===== src/rtl/cfg_shadow_pkg.sv =====
package cfg_shadow_pkg;
  localparam int CW_W = 16;
  localparam int RATE_LO = 13;
  localparam int RATE_HI = 14;
  localparam int DECIM_BIT = 12;
  localparam int SINGLE_BIT = 15;
  localparam int CASC_BIT = 4;
  localparam int POS_LO = 10;
  localparam int FORCE_EN_BIT = 7;
  localparam int FORCE_VAL_BIT = 6;
  localparam int ALT_BIT = 5;
  localparam logic [CW_W-1:0] RESV_MASK = 16'h030F;

  typedef enum logic [1:0] {BANK_PIN, BANK_FORCE, BANK_ALT} bank_mode_e;

  // low-bit mask that decides which divider counts produce a strobe
  function automatic int unsigned rate_mask(input int unsigned rate);
    return (1 << rate) - 1;
  endfunction

  function automatic bank_mode_e bank_mode(input logic [CW_W-1:0] w);
    if (w[ALT_BIT]) return BANK_ALT;
    if (w[FORCE_EN_BIT]) return BANK_FORCE;
    return BANK_PIN;
  endfunction

  function automatic logic resv_hit(input logic [CW_W-1:0] w);
    return |(w & RESV_MASK);
  endfunction
endpackage


===== src/rtl/cfg_sync.sv =====
module cfg_sync #(
  parameter int STAGES = 2,
  parameter int WIDTH = 1
) (
  input  logic             clk,
  input  logic             rst_n,
  input  logic [WIDTH-1:0] d,
  output logic [WIDTH-1:0] q
);
  logic [STAGES-1:0][WIDTH-1:0] chain;

  always_ff @(posedge clk or negedge rst_n) begin
    if (!rst_n) chain <= '0;
    else        chain <= {chain[STAGES-2:0], d};
  end

  assign q = chain[STAGES-1];
endmodule


===== src/rtl/cfg_rate_gen.sv =====
module cfg_rate_gen #(
  parameter int RATE_W = 2
) (
  input  logic              clk,
  input  logic              rst_n,
  input  logic [RATE_W-1:0] rate,
  input  logic              decim,
  input  logic              restart_cnt,
  input  logic              restart_ph,
  output logic              sample_en,
  output logic              out_valid
);
  import cfg_shadow_pkg::*;
  localparam int CNT_W = (1 << RATE_W) - 1;

  logic [CNT_W-1:0] cnt_q;
  logic             ph_q;

  always_ff @(posedge clk or negedge rst_n) begin
    if (!rst_n)           cnt_q <= '0;
    else if (restart_cnt) cnt_q <= '0;
    else                  cnt_q <= cnt_q + 1'b1;
  end

  assign sample_en = (cnt_q & CNT_W'(rate_mask(32'(rate)))) == '0;

  always_ff @(posedge clk or negedge rst_n) begin
    if (!rst_n)          ph_q <= 1'b0;
    else if (restart_ph) ph_q <= 1'b0;
    else if (sample_en)  ph_q <= ~ph_q;
  end

  assign out_valid = sample_en & (~decim | ~ph_q);
endmodule


===== src/rtl/cfg_bank_sel.sv =====
module cfg_bank_sel (
  input  logic                       clk,
  input  logic                       rst_n,
  input  cfg_shadow_pkg::bank_mode_e mode,
  input  logic                       force_val,
  input  logic                       pin_s,
  input  logic                       sample_en,
  input  logic                       alt_clear,
  output logic                       bank_sel
);
  import cfg_shadow_pkg::*;
  logic alt_q;

  always_ff @(posedge clk or negedge rst_n) begin
    if (!rst_n)                                alt_q <= 1'b0;
    else if (alt_clear)                        alt_q <= 1'b0;
    else if (mode == BANK_ALT && sample_en)    alt_q <= ~alt_q;
  end

  always_comb begin
    case (mode)
      BANK_ALT:   bank_sel = alt_q;
      BANK_FORCE: bank_sel = force_val;
      default:    bank_sel = pin_s;
    endcase
  end
endmodule


===== src/rtl/cfg_shadow_ctrl.sv =====
module cfg_shadow_ctrl #(
  parameter int SYNC_STAGES = 2
) (
  input  logic        clk,
  input  logic        rst_n,
  input  logic        wr_en,
  input  logic [15:0] wr_data,
  input  logic        swap_in,
  input  logic        bank_pin,
  output logic [15:0] active_word,
  output logic        sample_en,
  output logic        out_valid,
  output logic        single_mode,
  output logic        cascade_mode,
  output logic [1:0]  dev_pos,
  output logic        bank_sel,
  output logic        resv_err
);
  import cfg_shadow_pkg::*;

  logic [1:0]      sync_q;
  logic            swap_s, pin_s, swap_prev, swap_tgl;
  logic            act_req, armed_q, resv_q;
  logic [CW_W-1:0] pending_q, active_q, next_word;
  // named events for the checker
  logic            direct_ld, swap_ld, load_evt, restart_cnt, restart_ph, alt_clear;

  cfg_sync #(.STAGES(SYNC_STAGES), .WIDTH(2)) u_sync (
    .clk(clk), .rst_n(rst_n), .d({swap_in, bank_pin}), .q(sync_q)
  );
  assign swap_s   = sync_q[1];
  assign pin_s    = sync_q[0];
  assign swap_tgl = swap_s ^ swap_prev;

  assign direct_ld = wr_en & armed_q;
  assign swap_ld   = act_req & sample_en & ~direct_ld;
  assign load_evt  = direct_ld | swap_ld;
  assign next_word = direct_ld ? wr_data : pending_q;

  assign restart_cnt = load_evt && (next_word[RATE_HI:RATE_LO] != active_q[RATE_HI:RATE_LO]);
  assign restart_ph  = load_evt && (next_word[DECIM_BIT] != active_q[DECIM_BIT]);
  assign alt_clear   = load_evt && bank_mode(next_word) == BANK_ALT
                                && bank_mode(active_q) != BANK_ALT;

  always_ff @(posedge clk or negedge rst_n) begin
    if (!rst_n) begin
      swap_prev <= 1'b0;
      act_req   <= 1'b0;
      armed_q   <= 1'b1;
      pending_q <= '0;
      active_q  <= '0;
      resv_q    <= 1'b0;
    end else begin
      swap_prev <= swap_s;
      act_req   <= swap_tgl | (act_req & ~load_evt);
      if (wr_en) begin
        armed_q   <= 1'b0;
        pending_q <= wr_data;
        resv_q    <= resv_hit(wr_data);
      end
      if (load_evt) active_q <= next_word;
    end
  end

  cfg_rate_gen #(.RATE_W(2)) u_rate (
    .clk(clk), .rst_n(rst_n),
    .rate(active_q[RATE_HI:RATE_LO]), .decim(active_q[DECIM_BIT]),
    .restart_cnt(restart_cnt), .restart_ph(restart_ph),
    .sample_en(sample_en), .out_valid(out_valid)
  );

  cfg_bank_sel u_bank (
    .clk(clk), .rst_n(rst_n), .mode(bank_mode(active_q)),
    .force_val(active_q[FORCE_VAL_BIT]), .pin_s(pin_s),
    .sample_en(sample_en), .alt_clear(alt_clear), .bank_sel(bank_sel)
  );

  assign active_word  = active_q;
  assign single_mode  = active_q[SINGLE_BIT];
  assign cascade_mode = ~active_q[SINGLE_BIT] & active_q[CASC_BIT];
  assign dev_pos      = active_q[POS_LO+1:POS_LO];
  assign resv_err     = resv_q;
endmodule


===== config.mk =====
export PLATFORM = sky130hd
export DESIGN_NAME = cfg_shadow_ctrl
export DESIGN_NICKNAME = d
export VERILOG_FILES = /design/src/rtl/cfg_shadow_pkg.sv /design/src/rtl/cfg_sync.sv /design/src/rtl/cfg_rate_gen.sv /design/src/rtl/cfg_bank_sel.sv /design/src/rtl/cfg_shadow_ctrl.sv
export SDC_FILE = /design/constraint.sdc
export NUM_CORES = 1
export LEC_CHECK = 0
export BUFFER_PORTS_ARGS = -buffer_cell sky130_fd_sc_hd__buf_2
export CAP_MARGIN = 20
export CORE_ASPECT_RATIO = 1.75
export CORE_MARGIN = 3
export CORE_UTILIZATION = 40
export DETAILED_ROUTE_END_ITERATION = 7
export PLACE_DENSITY = 0.69
export SLEW_MARGIN = 10
export SYNTH_ARGS = -nofsm -noshare
export SYNTH_HDL_FRONTEND = slang
export SYNTH_SLANG_ARGS = --single-unit

===== constraint.sdc =====
create_clock -name clk -period 1.6 [get_ports clk]
set_input_delay 0.08 -clock clk [delete_from_list [all_inputs] [get_ports clk]]
set_output_delay 0.08 -clock clk [all_outputs]
set_load 0.02 [all_outputs]

==> flow_summary.ini <==
[floorplanning]
dieHeight_um = 99.1
start_util = 0.418
die_width_um = 59.2
ioPinCount = 45
fp-row-count = 33
die_area_um2 = 5870
core_area_um2 = 4750

[route]
route.detailed.drc = 0
drt-initial-drc-count = 22
drt_first_pass_iters = 4
num_vias = 1516
ant_nets = 0
drt-total-wl_mm = 4.41
vias_per_cell = 5.28
drt-wirelength-per-cell_um = 15.4

[worst_setup_path]
setup.worst_path.end_class = output pin
worstPathArrival_ps = 1450
r2r-end = u_bank.alt_q
r2r-start = active_word[14]
cp.required_ps = 1520
worst-r2r-cell-count = 4
cp-start-kind = register
crit_path_max_fanout = 4
worstSetupPathType = reg -> out
r2r_slack_ps = 80

[sta]
tightest_slew_ps = 572
whs_ps = 26.5
timing.fmax_ghz = 0.653
report.final.slew_viol_count = 0
period_share = 0.957
fin_crit_ps = 1530
setup_viol = 0
max_slew_margin = 0.619
final.setup.tns_ps = 0
rsz0062_at_grt = no
finalWorstSetupSlack_ps = 68.8
hold_violations = 0
fin_skew_ps = 5.62

[placed_design]
placedCellCount = 274
pre_cts_ws_ps = 116
hpwl_mm = 2.98
place_congestion = 0.774
io_buffers = 44
placed_cell_area_um2 = 2270

[clocking]
cts.sinks = 45
cts_buffers = 5
cts.clk_slew.worst_paths_ps = 90
cts_tree = built
h-tree-depth = 2
ctsLongestPathBuffers = 2
cts-root-buf = clkbuf_8
clk_latency_ps = 300

[pwr]
ir_drop_v = 0.00110
power.density_nw_per_um2 = 2000
leakage_nw = 1.16
power_mw = 4.95

[grt]
grt_max_degree = 46
grt_pass1_wl_mm = 7.34
track_usage = 0.165
grt_pass1_vias = 1546
grt_remaining_overflow = 0
grt_antenna_before_repair = 0

[cells_and_area]
final_cells = 287
layout-drive-gt1-share = 0.379
area_growth_pct = 24.9
n_antenna_cell = 0
fin_util = 0.521
final_cell_area_um2 = 2480
final_cell_mix = 44 x dfrtp_1, 44 x buf_2, 29 x a21oi_1
fill_cells = 431
nets = 256

[outcome]
status = complete, no violations

[worst_hold_path]
hold_end = pending_q[7]
worstHoldPathType = in -> reg
hp-start = wr_data[7]
min_path_cells = 2

[synth]
yosysTopAreaCell = dfrtp_1
yosysTopAreaCellShare = 0.555
syn_area_um2 = 1980
synth_seq_area_share = 0.568
ys_ff_latch = 45
synth.avg_cell_area_um2 = 11.0
syn_inst = 180
synthTopCellsByArea = dfrtp_1 56%, mux2_2 9.1%, a21oi_1 7.6%
yosysWarningCount = 0
syn_nets = 202
synthDistinctLibCells = 33

[run]
cap_violations = 0
layout make-up:
cell class,count,area (µm²),share of cell area
multi-input combinational,121,795,0.321
sequential,45,1130,0.455
timing repair buffer,59,344,0.139
clock inverter,3,68.8,0.0278
inverter,2,7.51,0.00303
clock buffer,5,68.8,0.0278
tap,52,65.1,0.0263
synth_stat cells (all sizes together):
master	n
and3	1
nor2	20
o21a	1
xor2	5
mux2	16
clkbuf	1
o311ai	1
dfstp	1
o31ai	1
nand3b	1
mux2i	1
o21ai	2
a31oi	1
xnor2	2
a211oi	2
inv	2
nor4	3
ha	1
a22o	1
a221oi	2
nand2	17
dfrtp	44
a211o	1
nand3	2
a21oi	30
and2	1
nor2b	7
a21o	1
buf	11
a21boi	1
sequential cells by signal, indices dropped and copies added (netlist names):
register,count
resv_err,1
pending_q,16
u_bank.alt_q,1
act_req,1
u_sync.q,2
u_rate.cnt_q,3
u_sync.chain,2
u_rate.ph_q,1
armed_q,1
active_word,16
swap_prev,1
metal layers:
| layer | vias up | part of all wire | GRT usage |
|---|---|---|---|
| met2 | 32 | 0.55 | 0.286 |
| li1 | 723 | - | - |
| met1 | 755 | 0.40 | 0.191 |
| met5 | - | 0 | 0 |
| met3 | 6 | 0.037 | 0.0286 |
| met4 | 0 | 0.020 | 0.0716 |
worst max path at each step:
stage	cells past startpoint	from	end
3_3_place_gp	4	u_rate.cnt_q[0]	u_rate.cnt_q[2]
3_5_place_dp	5	u_rate.cnt_q[0]	active_word[12]
6_report	4	u_rate.cnt_q[0]	out_valid
4_1_cts	5	u_rate.cnt_q[0]	active_word[0]
2_1_floorplan	4	active_word[14]	u_rate.cnt_q[2]
5_1_grt	4	active_word[14]	out_valid
what timing repair did:
item	4_1_cts	5_1_grt
hold buffers	3	0
setup buffers	1	1
resized for setup	1	3
cloned	0	0
hold endpoints to repair	46	0
pin swaps	1	0
endpoints found under the setup margin	1	4
power breakdown:
part | switching (mW) | total [mW] | internal, mW
clock network | 0.402 | 1.03 | 0.629
logic | 1.24 | 2.16 | 0.922
registers | 0.290 | 1.76 | 1.47
worst max-delay path, cell delays in order (launching register included):
cell	delay (ps)
dfrtp_1	430
o21a_2	260
a21oi_4	140
a21boi_2	160
buf_2	160
kinds of logic (layout without fill, tap and decap cells):
| logic type | Yosys count | count (layout) | synth area share |
|---|---|---|---|
| AO/OA/AOI/OAI | 44 | 44 | 0.139 |
| XOR/XNOR | 7 | 7 | 0.0309 |
| adder cells (fa/ha/maj) | 1 | 1 | 0.00631 |
| buffers and inverters | 14 | 69 | 0.0429 |
| flip-flops | 45 | 45 | 0.568 |
| multiplexers | 17 | 17 | 0.0959 |
| AND/OR/NAND/NOR | 52 | 52 | 0.117 |
Power figures use the tool's default switching activity.
